File: src/rtl/lrs_pkg.sv
package lrs_pkg;
  localparam logic [7:0] CODE_HI = 8'h0A;
  localparam logic [7:0] CODE_LO = 8'h06;
  localparam logic [31:0] CLK_HI = 32'h0004_0000;

  typedef struct packed {
    logic init;  // load starting rate index, latch framing
    logic fit;   // apply lane/rate fit from current index
    logic next;  // advance to next lower rate
  } lrs_strobe_t;

  typedef enum logic [2:0] {
    S_IDLE, S_SETUP, S_FIT, S_KICK, S_WAIT, S_FINISH
  } lrs_state_t;
endpackage

File: src/rtl/lrs_datapath.sv
module lrs_datapath import lrs_pkg::*; #(
  parameter int MAX_LANES = 4,
  parameter int REQ_W = 32,
  parameter int RATE_HI = 270000,
  parameter int RATE_LO = 162000,
  localparam int LANE_W = $clog2(MAX_LANES) + 1
) (
  input  logic              clk,
  input  logic              rst_n,
  input  lrs_strobe_t       stb,
  input  logic [REQ_W-1:0]  reqRate,
  input  logic [LANE_W-1:0] maxLanes,
  input  logic              lowRateOnly,
  input  logic              enhFrame,
  output logic              lastRate,
  output logic [LANE_W-1:0] laneCount,
  output logic [31:0]       linkCtrl,
  output logic [31:0]       clkSel,
  output logic [7:0]        sinkCfg0,
  output logic [7:0]        sinkCfg1
);
  localparam int STEPS = $clog2(MAX_LANES);

  logic [1:0]        rateIdx;
  logic [LANE_W-1:0] lanes;
  logic              enhReg;
  logic [1:0]        fitIdx;
  logic [LANE_W-1:0] fitLanes;

  function automatic logic [63:0] rateAt(input logic [1:0] i);
    case (i)
      2'd0:    rateAt = 64'(RATE_HI);
      2'd1:    rateAt = 64'(RATE_LO);
      default: rateAt = 64'd0;
    endcase
  endfunction

  always_comb begin
    fitLanes = maxLanes;
    for (int s = 0; s < STEPS; s++) begin
      if (64'(fitLanes >> 1) * rateAt(rateIdx) > 64'(reqRate))
        fitLanes = fitLanes >> 1;
    end
    fitIdx = rateIdx;
    for (int s = 0; s < 2; s++) begin
      if (rateAt(fitIdx + 2'd1) * 64'(fitLanes) > 64'(reqRate))
        fitIdx = fitIdx + 2'd1;
    end
  end

  always_ff @(posedge clk) begin
    if (!rst_n) begin
      rateIdx <= 2'd1;
      lanes   <= '0;
      enhReg  <= 1'b0;
    end else if (stb.init) begin
      rateIdx <= lowRateOnly ? 2'd1 : 2'd0;
      enhReg  <= enhFrame;
    end else if (stb.fit) begin
      rateIdx <= fitIdx;
      lanes   <= fitLanes;
    end else if (stb.next) begin
      rateIdx <= rateIdx + 2'd1;
    end
  end

  logic [31:0] laneMask;
  assign laneMask  = (32'd1 << lanes) - 32'd1;
  assign lastRate  = (rateAt(rateIdx + 2'd1) == 64'd0);
  assign laneCount = lanes;
  assign linkCtrl  = (laneMask << 16) | (32'(enhReg) << 14);
  assign clkSel    = (rateIdx == 2'd0) ? CLK_HI : 32'd0;
  assign sinkCfg0  = (rateIdx == 2'd0) ? CODE_HI : CODE_LO;
  assign sinkCfg1  = 8'(lanes) | {enhReg, 7'd0};
endmodule

File: src/rtl/lrs_control.sv
module lrs_control import lrs_pkg::*; (
  input  logic        clk,
  input  logic        rst_n,
  input  logic        startReq,
  input  logic        trainDone,
  input  logic        trainPass,
  input  logic        lastRate,
  output lrs_strobe_t stb,
  output logic        trainStart,
  output logic        done,
  output logic        success
);
  lrs_state_t state, stateNxt;
  logic finish;

  assign finish = trainDone && (trainPass || lastRate);

  always_comb begin
    stateNxt = state;
    case (state)
      S_IDLE:   if (startReq) stateNxt = S_SETUP;
      S_SETUP:  stateNxt = S_FIT;
      S_FIT:    stateNxt = S_KICK;
      S_KICK:   stateNxt = S_WAIT;
      S_WAIT:   if (trainDone) stateNxt = finish ? S_FINISH : S_FIT;
      S_FINISH: stateNxt = S_IDLE;
      default:  stateNxt = S_IDLE;
    endcase
  end

  always_ff @(posedge clk) begin
    if (!rst_n) begin
      state   <= S_IDLE;
      success <= 1'b0;
    end else begin
      state <= stateNxt;
      if (state == S_WAIT && finish) success <= trainPass;
    end
  end

  assign stb.init   = (state == S_SETUP);
  assign stb.fit    = (state == S_FIT);
  assign stb.next   = (state == S_WAIT) && trainDone && !finish;
  assign trainStart = (state == S_KICK);
  assign done       = (state == S_FINISH);
endmodule

File: src/rtl/link_rate_sel.sv
module link_rate_sel import lrs_pkg::*; #(
  parameter int MAX_LANES = 4,
  parameter int RATE_HI = 270000,
  parameter int RATE_LO = 162000,
  localparam int LANE_W = $clog2(MAX_LANES) + 1
) (
  input  logic              clk,
  input  logic              rst_n,
  input  logic              startReq,
  input  logic [31:0]       reqRate,
  input  logic [LANE_W-1:0] maxLanes,
  input  logic              lowRateOnly,
  input  logic              enhFrame,
  input  logic              trainDone,
  input  logic              trainPass,
  output logic [LANE_W-1:0] laneCount,
  output logic [31:0]       linkCtrl,
  output logic [31:0]       clkSel,
  output logic [7:0]        sinkCfg0,
  output logic [7:0]        sinkCfg1,
  output logic              trainStart,
  output logic              done,
  output logic              success
);
  lrs_strobe_t stb;
  logic        lastRate;

  lrs_control i_ctl (
    .clk(clk), .rst_n(rst_n), .startReq(startReq),
    .trainDone(trainDone), .trainPass(trainPass), .lastRate(lastRate),
    .stb(stb), .trainStart(trainStart), .done(done), .success(success)
  );

  lrs_datapath #(
    .MAX_LANES(MAX_LANES), .REQ_W(32), .RATE_HI(RATE_HI), .RATE_LO(RATE_LO)
  ) i_dp (
    .clk(clk), .rst_n(rst_n), .stb(stb), .reqRate(reqRate),
    .maxLanes(maxLanes), .lowRateOnly(lowRateOnly), .enhFrame(enhFrame),
    .lastRate(lastRate), .laneCount(laneCount), .linkCtrl(linkCtrl),
    .clkSel(clkSel), .sinkCfg0(sinkCfg0), .sinkCfg1(sinkCfg1)
  );
endmodule

File: config.mk
export PLATFORM = sky130hd
export DESIGN_NAME = link_rate_sel
export DESIGN_NICKNAME = d
export VERILOG_FILES = /design/src/rtl/lrs_pkg.sv /design/src/rtl/lrs_datapath.sv /design/src/rtl/lrs_control.sv /design/src/rtl/link_rate_sel.sv
export SDC_FILE = /design/constraint.sdc
export NUM_CORES = 1
export LEC_CHECK = 0
export BUFFER_PORTS_ARGS = -buffer_cell sky130_fd_sc_hd__buf_4
export CAP_MARGIN = 40
export CORE_MARGIN = 1
export CORE_UTILIZATION = 57
export CTS_BUF_LIST = sky130_fd_sc_hd__clkbuf_16
export DETAILED_ROUTE_END_ITERATION = 8
export GPL_TIMING_DRIVEN = 0
export HOLD_SLACK_MARGIN = 0.08
export PLACE_DENSITY_LB_ADDON = 0.15
export SETUP_SLACK_MARGIN = 0.05
export SYNTH_ARGS = -nofsm -noshare
export SYNTH_HDL_FRONTEND = slang
export SYNTH_SLANG_ARGS = --single-unit
File: constraint.sdc
create_clock -name clk -period 54.6 [get_ports clk]
set_input_delay 8.19 -clock clk [delete_from_list [all_inputs] [get_ports clk]]
set_output_delay 8.19 -clock clk [all_outputs]
set_load 0.01 [all_outputs]
Word level (Yosys, flattened, before mapping)
Cells that the tools add are included.

word-level totals
  bits in registers = 10
  bits of input ports = 42
  word-level logic and storage cells = 61

cells by class
  $add $sub $neg = 3
  multipliers = 4
  magnitude comparators = 4
  equality and inequality tests = 10
  shifts and indexed selects = 1
  muxes and demuxes = 17
  bitwise operators = 3
  reductions and logical operators = 14

operators by type and width
  cell                                                                  number
  64-bit by 32-bit > comparator with 1-bit output                       4
  19-bit one-hot mux with 2 select lines                                3
  64-bit zero test                                                      1
  2-bit by 64-bit multiplier with 64-bit output                         1
  19-bit by 3-bit multiplier with 22-bit output                         2
  32-bit by 15-bit bitwise OR with 32-bit output                        1
  2-bit by 19-bit multiplier with 21-bit output                         1
  19-bit 2-to-1 mux                                                     1
  1-bit by 3-bit left shift with 16-bit output, first input constant    1
  16-bit by 1-bit subtractor with 16-bit output, second input constant  1
  3-bit 2-to-1 mux                                                      5
  3-bit one-hot mux with 5 select lines                                 1
  2-bit 2-to-1 mux                                                      5
  3-bit by 8-bit bitwise OR with 8-bit output                           1
  2-bit by 1-bit == test with 1-bit output, second input constant       3
  3-bit by 2-bit == test with 1-bit output, second input constant       2
  3-bit == test, second input constant                                  2
  2-bit zero test                                                       3
  2-bit by 1-bit adder with 2-bit output, second input constant         2
  1-bit logical AND                                                     4
  4-bit 2-to-1 mux                                                      1
  2-bit != test, second input constant                                  2
  2-bit AND reduction                                                   2
  3-bit by 1-bit == test with 1-bit output, second input constant       1
  other kinds (6)                                                       6

Depth between registers and ports, before layout
Gate-level depths: netlist of run 1.

  depth in word-level cells = 19
  mapped depth = 97
  depth with buffers taken out = 94

Modules after synthesis
A second synthesis of run 1 with hierarchy kept.

unflattened totals
  cells, all modules = 751
  area, all modules = 5813.1 um^2

by module, submodules not included
  module        instances  cells each  area an instance (um^2)
  lrs_datapath  1          724         5574.1
  lrs_control   1          27          239.0

Worst setup path before layout of run 1
OpenSTA, ideal clock, no wires.

  path type = input to register
  from = input maxLanes[1]
  to = register i_dp.rateIdx[0]
  setup time = 0.135 ns
  arrival time = 25.181 ns
  setup slack = 29.284 ns
  stages on the path = 87
  path buffers = 1
  cell sequence = clkbuf_1 nand2_1 inv_1 ha_1 inv_1 fa_1 o21ai_0 a31oi_1 nand2b_1 o2bb2ai_1 maj3_1 nor2_1 nor2_1 xnor2_1 ha_1 nand4_1 nor3_1 o21ai_2 (+51 left out) nor2b_1 o21ai_0 a21boi_0 o21ai_0 a21boi_0 o21a_1 nor2_1 o2111ai_1 a41oi_2 xnor2_1 ha_1 and3_1 nand4_1 nor4_1 a311o_1 xor2_1 a211oi_1 o21ai_0

between the ends
  longest elaborated chain between the ends = 17
  elaborated cells between the ends (all ways) = 18

ends and longest elaborated chain
  what                                                                                RTL line                                RTL
  start, declared                                                                     link_rate_sel.sv:11                     input logic [LANE_W-1:0] maxLanes,
  2-bit by 19-bit multiplier with 21-bit output                                       lrs_datapath.sv:41                      if (64'(fitLanes >> 1) * rateAt(rateIdx) > 64'(reqRate))
  64-bit by 32-bit > comparator with 1-bit output                                     lrs_datapath.sv:41
  3-bit 2-to-1 mux *                                                                  lrs_datapath.sv:41
  2-bit by 64-bit multiplier with 64-bit output                                       lrs_datapath.sv:41
  64-bit by 32-bit > comparator with 1-bit output                                     lrs_datapath.sv:41
  3-bit 2-to-1 mux *                                                                  lrs_datapath.sv:41
  19-bit by 3-bit multiplier with 22-bit output                                       lrs_datapath.sv:46                      if (rateAt(fitIdx + 2'd1) * 64'(fitLanes) > 64'(reqRate))
  64-bit by 32-bit > comparator with 1-bit output                                     lrs_datapath.sv:46
  2-bit 2-to-1 mux                                                                    lrs_datapath.sv:46
  2-bit by 1-bit adder with 2-bit output                                              lrs_datapath.sv:46, lrs_datapath.sv:47
  2-bit by 1-bit == test with 1-bit output / 2-bit zero test (equally long branches)  lrs_datapath.sv:31                      case (i)
  19-bit one-hot mux with 2 select lines                                              lrs_datapath.sv:31
  19-bit by 3-bit multiplier with 22-bit output                                       lrs_datapath.sv:46
  64-bit by 32-bit > comparator with 1-bit output                                     lrs_datapath.sv:46
  2-bit 2-to-1 mux *                                                                  lrs_datapath.sv:46
  2-bit 2-to-1 mux *                                                                  lrs_datapath.sv:59                      end else if (stb.fit) begin
  2-bit 2-to-1 mux *                                                                  lrs_datapath.sv:56                      end else if (stb.init) begin
  end signal, assigned                                                                lrs_datapath.sv:57                      rateIdx <= lowRateOnly ? 2'd1 : 2'd0;
  end signal, assigned                                                                lrs_datapath.sv:60                      rateIdx <= fitIdx;
  end signal, assigned                                                                lrs_datapath.sv:63                      rateIdx <= rateIdx + 2'd1;
  end, declared                                                                       lrs_datapath.sv:24                      logic [1:0] rateIdx;

Mark *: on every way between the ends. The rest lies on a longest branch, timed or not.
A chain may end at the register's enable or synchronous reset.

Worst setup path in the final report of run 1
Same ends and word-level chain as after synthesis.

==> flow_metrics.tcl, run 1 <==
set metrics [dict create \
    synth_seq_area_share 0.0343 \
    max_slew_margin 0.430 \
    total_power_uw 108 \
    antenna-diode-count 0 \
    post_drt_via_cell_ratio 5.49 \
    grt-ovfl-total 0 \
    area_growth_pct 16.4 \
    tritoncts_clock_tree "built" \
    grt_setup_unrepaired "no" \
    vias_in_the_first_global_route 5115 \
    yosysWarnings 0 \
    dp_cells 1023 \
    finish.net_count 1090 \
    core.rowCount 36 \
    clock_sink_total 10 \
    power.density_cell_area_mw_per_mm2 15.9 \
    cp-endpoint "i_dp.rateIdx[0]" \
    synth_top_flop_cell "sky130_fd_sc_hd__dfxtp_1" \
    clk_pin_slew_worst_paths_ns 0.04 \
    post_detailed_placement_cell_area_mm2 0.00672 \
    die_area_mm2 0.0107 \
    place.port_buffers 66 \
    fin_crit_sh 0.515 \
    power_leakage_nw 3.81 \
    seqPwrFrac 0.079 \
    outcome "finished clean" \
    cts-hold-fix-buffers 0 \
    ant_nets 0 \
    critical_path_peak_fanout 10 \
    finalMaxSlewViolations 0 \
    power_report.internal_total_uw 55.5 \
    fin_skew_ns 0.00358 \
    final-setup-viol-count 0 \
    drt-total-wl_um 15200 \
    worst_hold_slack_ns 0.502 \
    timing.critical_path.from "maxLanes[1]" \
    initial_utilization 0.592 \
    post-dp-hpwl_um 13100 \
    clock-root-buffer "sky130_fd_sc_hd__clkbuf_16" \
    power.share.switching 0.487 \
    boundaryPins 128 \
    tightest_slew_ns 0.845 \
    final_hold_viol_count 0 \
    critical-path-max-stage-delay_ns 0.71 \
    post-cts-setup-buffers 0 \
    drt_first_pass_iters 5 \
    via_count 5641 \
    cts_made_buffers 3 \
    cp_capture_type "register" \
    mostFrequentLayoutCells "138 x sky130_fd_sc_hd__ha_1, 132 x sky130_fd_sc_hd__buf_4, 83 x sky130_fd_sc_hd__inv_1" \
    htreeDepth 1 \
    routed_wire_length_per_instance_um 14.8 \
    timing.reg2reg.worst_path_depth 87 \
    post_synth_inst_count 766 \
    drc 0 \
    slowest_stage_cell_crit_path "sky130_fd_sc_hd__mux2i_1" \
    antenna_violations_before_repair 0 \
    async_reset_ff_frac 0 \
    clock_tree.buffer_depth 2 \
    maximum_number_of_pins_on_one_net_before_global_route_repair 12 \
    final_design_area_excluding_fillers_mm2 0.00680 \
    final.setup.tns_ns 0 \
    net-switching-power_uw 52.7 \
    power.ir.vdd_worst_mv 0.00891 \
    crit-reg2reg-capture "i_dp.rateIdx[0]" \
    first_pass_grt_wire_length_um 23700 \
    gr-usage-all-layers 0.284 \
    die_w_um 103 \
    postSynthRegisterBits 10 \
    regToRegSetupSlack_ns 33.34 \
    timing.setup.critical_path_class "primary input to register" \
    arrival_ns 28.22 \
    cap_viol_max_count 0 \
    initialDrtViolationCount 281 \
    power.clock.fraction 0.120 \
    die_height_um 103 \
    netlist-cell-type-count 76 \
    most_common_cell_after_layout_fill_and_taps_aside "sky130_fd_sc_hd__ha_1" \
    core_area_mm2 0.00986 \
    synth.cell_area_mm2 0.00584 \
    drive_gt1_frac 0.172 \
    setup_slack_ns 26.47 \
    worstReg2RegStart "i_dp.rateIdx[0]" \
    cp_common_cell "sky130_fd_sc_hd__ha_1" \
    hold_class "register to register" \
    clock_insertion_delay_worst_skew_ns 0.24 \
    start_kind "primary input" \
    layoutNonFillerInstCount 1027 \
    finish.utilization 0.689 \
    globalplace.congestion 0.953 \
    post-route-min-period_ns 28.13 \
    count_of_flip_flops_with_a_built_in_enable_after_synthesis 0 \
    place_worst_setup_slack_ns 26.62 \
    cts.repair.resized 0 \
    syn-mean-instance-area_um2 7.62 \
    worstPathRequired_ns 54.69 \
    fmaxAchievable_mhz 35.5 \
    power.combinational.fraction 0.801 \
]
==> logic make-up after synthesis <==
logic type | share of synthesized area
compound gates | 0.209
xor+xnor | 0.0673
fa+ha+maj | 0.349
buf+inv | 0.150
flops | 0.0343
mux | 0.0105
other cells | 0.00129
simple gates | 0.179
==> metal layers <==
metal / global-route usage / part of all wire / wire length (µm) / up-vias
li1: - / - / - / 2835
met1: 0.381 / 0.45 / 6880 / 2618
met2: 0.498 / 0.49 / 7460 / 172
met3: 0.0228 / 0.045 / 685 / 16
met4: 0.0574 / 0.011 / 174 / 0
met5: 0 / 0 / 0 / -
==> worst min path at each step <==
stage,from,end,slack (ns),depth (start not counted)
2_1_floorplan,i_dp.enhReg,i_dp.enhReg,0.47,2
3_3_place_gp,i_ctl.success,i_ctl.success,0.47,2
3_5_place_dp,i_dp.enhReg,i_dp.enhReg,0.50,2
4_1_cts,i_dp.enhReg,i_dp.enhReg,0.51,2
5_1_grt,i_dp.enhReg,i_dp.enhReg,0.54,2
6_report,i_dp.enhReg,i_dp.enhReg,0.50,2
==> critical path, delay by kind of cell <==
| kind | cells | cell delay [ns] |
|---|---|---|
| buffers and inverters | 8 | 1.22 |
| xor gates and xnor gates | 6 | 0.81 |
| AOI/OAI and AO/OA | 36 | 8.84 |
| adders and majority gates | 13 | 4.32 |
| muxes | 2 | 1.15 |
| and+or+nand+nor | 20 | 3.63 |
==> power groups by stage <==
stage          Sequential (mW)  Combinational, mW  Clock, mW
3_5_place_dp           0.00868             0.0850          0
6_report               0.00855             0.0867     0.0130
5_1_grt                0.00865             0.0965     0.0135
4_1_cts                0.00856             0.0855     0.0129
2_1_floorplan          0.00855             0.0638          0
3_3_place_gp           0.00862             0.0808          0
==> final cells by class <==
type / instances / area [µm²]
plain buffers: 80 / 556
clock buffers: 3 / 75.1
clock inverters: 1 / 3.75
fillers: 856 / 3070
inverters: 85 / 319
multi-input cells: 648 / 4980
flip-flops and latches: 10 / 200
well taps: 133 / 166
repair buffers: 67 / 499
==> synth_stat cells (2+ instances only) <==
| master | number | area (µm²) |
|---|---|---|
| sky130_fd_sc_hd__clkbuf_1 | 13 | 48.8 |
| sky130_fd_sc_hd__o21ai_2 | 2 | 17.5 |
| sky130_fd_sc_hd__xor2_1 | 8 | 70.1 |
| sky130_fd_sc_hd__nand4_1 | 14 | 87.6 |
| sky130_fd_sc_hd__o21a_1 | 9 | 67.6 |
| sky130_fd_sc_hd__dfxtp_1 | 10 | 200 |
| sky130_fd_sc_hd__or2_1 | 4 | 25.0 |
| sky130_fd_sc_hd__o211ai_1 | 3 | 22.5 |
| sky130_fd_sc_hd__or3_1 | 2 | 12.5 |
| sky130_fd_sc_hd__nor2b_1 | 5 | 31.3 |
| sky130_fd_sc_hd__nor2_1 | 58 | 218 |
| sky130_fd_sc_hd__and3_1 | 6 | 37.5 |
| sky130_fd_sc_hd__o41ai_1 | 3 | 26.3 |
| sky130_fd_sc_hd__conb_1 | 2 | 7.51 |
| sky130_fd_sc_hd__o22a_1 | 2 | 17.5 |
| sky130_fd_sc_hd__a211oi_1 | 6 | 45.0 |
| sky130_fd_sc_hd__a21oi_1 | 44 | 220 |
| sky130_fd_sc_hd__o31a_1 | 3 | 26.3 |
| sky130_fd_sc_hd__o21bai_1 | 6 | 45.0 |
| sky130_fd_sc_hd__inv_1 | 83 | 312 |
| sky130_fd_sc_hd__xnor2_1 | 35 | 307 |
| sky130_fd_sc_hd__nand4b_1 | 2 | 17.5 |
| sky130_fd_sc_hd__a211o_1 | 2 | 17.5 |
| sky130_fd_sc_hd__a21boi_0 | 9 | 67.6 |
| sky130_fd_sc_hd__a31oi_1 | 2 | 12.5 |
| sky130_fd_sc_hd__nand3b_1 | 3 | 22.5 |
| sky130_fd_sc_hd__nor3_1 | 16 | 80.1 |
| sky130_fd_sc_hd__o21ai_0 | 33 | 165 |
| sky130_fd_sc_hd__nor4_1 | 5 | 31.3 |
| sky130_fd_sc_hd__ha_1 | 138 | 1730 |
| sky130_fd_sc_hd__and2b_1 | 2 | 15.0 |
| sky130_fd_sc_hd__buf_4 | 66 | 495 |
| sky130_fd_sc_hd__fa_1 | 15 | 300 |
| sky130_fd_sc_hd__and2_1 | 10 | 62.6 |
| sky130_fd_sc_hd__o31ai_1 | 2 | 15.0 |
| sky130_fd_sc_hd__mux2i_1 | 5 | 50.1 |
| sky130_fd_sc_hd__o22ai_1 | 2 | 12.5 |
| sky130_fd_sc_hd__o21ai_1 | 2 | 10.0 |
| sky130_fd_sc_hd__o2111ai_1 | 2 | 17.5 |
| sky130_fd_sc_hd__nand3_1 | 23 | 115 |
| sky130_fd_sc_hd__nand2b_1 | 7 | 43.8 |
| sky130_fd_sc_hd__a21o_1 | 25 | 188 |
| sky130_fd_sc_hd__a311o_1 | 2 | 20.0 |
| sky130_fd_sc_hd__nand2_1 | 43 | 161 |
==> state kept, by name, indices dropped and copies added (netlist names) <==
name            flops
i_ctl.state         3
i_ctl.success       1
i_dp.laneCount      3
i_dp.enhReg         1
i_dp.rateIdx        2
Note: power is estimated with default switching activity, not from simulation.
==> run 2, diff against run 1 <==
ABC_AREA = 1   (was default)
clock period = 28.7 ns   (was 54.6 ns; I/O delays follow)
==> flow_metrics.tcl, run 2 <==
set metrics [dict create \
    syn-mean-instance-area_um2 6.90 \
    slowest_stage_cell_crit_path "sky130_fd_sc_hd__fa_1" \
    core_area_mm2 0.00977 \
    cap_viol_max_count 0 \
    final_hold_viol_count 0 \
    yosysWarnings 0 \
    clk_pin_slew_worst_paths_ns 0.04 \
    initial_utilization 0.590 \
    post-route-min-period_ns 21.07 \
    post_drt_via_cell_ratio 4.81 \
    maximum_number_of_pins_on_one_net_before_global_route_repair 10 \
    worstHoldEndpoint "i_dp.rateIdx[1]" \
    globalplace.congestion 0.865 \
    drt_first_pass_iters 4 \
    die_height_um 103 \
    first_pass_grt_wire_length_um 20800 \
    gr-usage-all-layers 0.249 \
    finalMaxSlewViolations 0 \
    cp_capture_type "register" \
    cp_common_cell "sky130_fd_sc_hd__nand2_1" \
    ant_nets 0 \
    final.setup.tns_ns 0 \
    count_of_flip_flops_with_a_built_in_enable_after_synthesis 0 \
    post-cts-setup-buffers 0 \
    antenna-diode-count 0 \
    max_slew_margin 0.489 \
    outcome "finished clean" \
    finish.net_count 1161 \
    final-seq-area_um2 200 \
    cts_made_buffers 3 \
    synthMostInstantiatedCell "sky130_fd_sc_hd__inv_1" \
    synth_top_flop_cell "sky130_fd_sc_hd__dfxtp_1" \
    start_kind "primary input" \
    clock_insertion_delay_worst_skew_ns 0.24 \
    tightest_slew_ns 0.761 \
    tritoncts_clock_tree "built" \
    place.port_buffers 68 \
    final_design_area_excluding_fillers_mm2 0.00674 \
    netlist-cell-type-count 45 \
    boundaryPins 128 \
    antenna_violations_before_repair 0 \
    synth_seq_area_share 0.0347 \
    core.rowCount 36 \
    cp.buffers_inverters 8 \
    startpoint_of_the_worst_hold_path "i_dp.rateIdx[1]" \
    worstReg2RegStart "i_dp.rateIdx[0]" \
    post-dp-hpwl_um 11300 \
    die_w_um 103 \
    power.density_cell_area_mw_per_mm2 34.2 \
    netlist.area_leader.share 0.299 \
    htreeDepth 1 \
    synth.cell_area_mm2 0.00577 \
    post_synth_inst_count 836 \
    drt-total-wl_um 12800 \
    area_growth_pct 16.8 \
    power_leakage_nw 4.15 \
    vias_in_the_first_global_route 4719 \
    family_of_cells_with_the_greatest_summed_delay_on_the_critical_path "compound AO/OA/AOI/OAI gates" \
    clock_sink_total 10 \
    worst_hold_slack_ns 0.485 \
    timing.setup.critical_path_class "primary input to register" \
    post-synth-top-area-cell "sky130_fd_sc_hd__ha_1" \
    clock_tree.buffer_depth 2 \
    cts.repair.resized 0 \
    total_power_uw 230 \
    timing.reg2reg.worst_path_depth 99 \
    fin_crit_sh 0.734 \
    grt-ovfl-total 0 \
    most_common_cell_after_layout_fill_and_taps_aside "sky130_fd_sc_hd__inv_1" \
    power.ir.vdd_worst_mv 0.0375 \
    regToRegSetupSlack_ns 10.80 \
    die_area_mm2 0.0105 \
    postSynthRegisterBits 10 \
    crit-reg2reg-capture "i_dp.rateIdx[0]" \
    via_count 5281 \
    hold_class "register to register" \
    nFillCells 921 \
    mostFrequentLayoutCells "157 x sky130_fd_sc_hd__inv_1, 138 x sky130_fd_sc_hd__ha_1, 134 x sky130_fd_sc_hd__buf_4" \
    fin_skew_ns 0.00144 \
    hold_depth 2 \
    critical-path-max-stage-delay_ns 0.58 \
    fmaxAchievable_mhz 47.5 \
    clock-root-buffer "sky130_fd_sc_hd__clkbuf_16" \
    synth.area.top_cells "sky130_fd_sc_hd__ha_1 30%, sky130_fd_sc_hd__inv_1 10%, sky130_fd_sc_hd__buf_4 8.6%" \
    worstPathRequired_ns 28.81 \
    drive_gt1_frac 0.188 \
    grt_setup_unrepaired "no" \
    critical_path_peak_fanout 7 \
    post_detailed_placement_cell_area_mm2 0.00666 \
    routed_wire_length_per_instance_um 11.6 \
    initialDrtViolationCount 181 \
    multi_input_area_mm2 0.00467 \
    ys_top_cells_by_count "157 x sky130_fd_sc_hd__inv_1, 138 x sky130_fd_sc_hd__ha_1, 125 x sky130_fd_sc_hd__nand2_1" \
    drc 0 \
    final-setup-viol-count 0 \
    async_reset_ff_frac 0 \
    cts-hold-fix-buffers 0 \
    arrival_ns 21.18 \
]
-- run 2: cell count changes in the layout (fill, tap and decap cells not counted), moves of 12 or more --
cell / before / now
sky130_fd_sc_hd__nand2_1: 43 / 125
sky130_fd_sc_hd__xor2_1: 8 / 29
sky130_fd_sc_hd__inv_1: 83 / 157
sky130_fd_sc_hd__a21o_1: 25 / 5
sky130_fd_sc_hd__a21oi_1: 44 / 60
sky130_fd_sc_hd__clkbuf_1: 13 / 1
sky130_fd_sc_hd__xnor2_1: 35 / 17
-- run 2: per-layer routing --
layer / global-route usage / part of all wire / wire length (µm)
met2: 0.434 / 0.46 / 5840
met4: 0.0703 / 0.026 / 329
met1: 0.330 / 0.47 / 6030
met3: 0.0129 / 0.045 / 574
met5: 0 / 0 / 0
-- run 2: worst max path at each step --
stage,cells past startpoint,slack [ns],start,endpoint
3_5_place_dp,99,7.55,maxLanes[2],i_dp.rateIdx[0]
4_1_cts,99,7.76,maxLanes[2],i_dp.rateIdx[0]
6_report,98,7.63,maxLanes[2],i_dp.rateIdx[0]
5_1_grt,104,6.19,maxLanes[2],i_dp.rateIdx[0]
3_3_place_gp,105,7.75,maxLanes[2],i_dp.rateIdx[0]
2_1_floorplan,98,10.03,maxLanes[2],i_dp.rateIdx[0]
-- run 2: kinds of logic after synthesis --
| group | after synthesis | share of synthesized area |
|---|---|---|
| and+or+nand+nor | 271 | 0.226 |
| buffers and inverters | 231 | 0.194 |
| adders and majority gates | 153 | 0.351 |
| AOI/OAI and AO/OA | 123 | 0.123 |
| xor gates and xnor gates | 46 | 0.0698 |
| DFF | 10 | 0.0347 |
| other | 2 | 0.00130 |
-- run 2: per-stage QoR --
stage | util | setup slack [ns] | std cells
2_1_floorplan | - | 10.03 | 893
3_3_place_gp | 0.682 | 7.75 | 1094
3_5_place_dp | 0.682 | 7.55 | 1094
4_1_cts | 0.690 | 7.76 | 1098
5_1_grt | 0.690 | 6.19 | 1098
6_report | 0.690 | 7.63 | 1098
-- run 2: layout make-up --
cell class,instances,share of cell area
Clock buffer,3,0.0111
Inverter,164,0.0917
Buffer,67,0.0741
Clock inverter,1,0.000557
Tap cell,133,0.0247
Sequential cell,10,0.0297
Timing Repair Buffer,68,0.0757
Multi-Input combinational cell,652,0.692
-- run 2: worst min-delay path: stages, from the launching register on --
cell,delay [ns]
sky130_fd_sc_hd__dfxtp_1,0.31
sky130_fd_sc_hd__nand2_1,0.07
sky130_fd_sc_hd__a21oi_1,0.05
-- run 2: power by group --
group          internal (mW)  total (mW)  switching (mW)
Clock                 0.0183      0.0247         0.00648
Combinational         0.0797       0.187           0.108
Sequential            0.0157      0.0183         0.00264
Total                  0.114       0.230           0.117
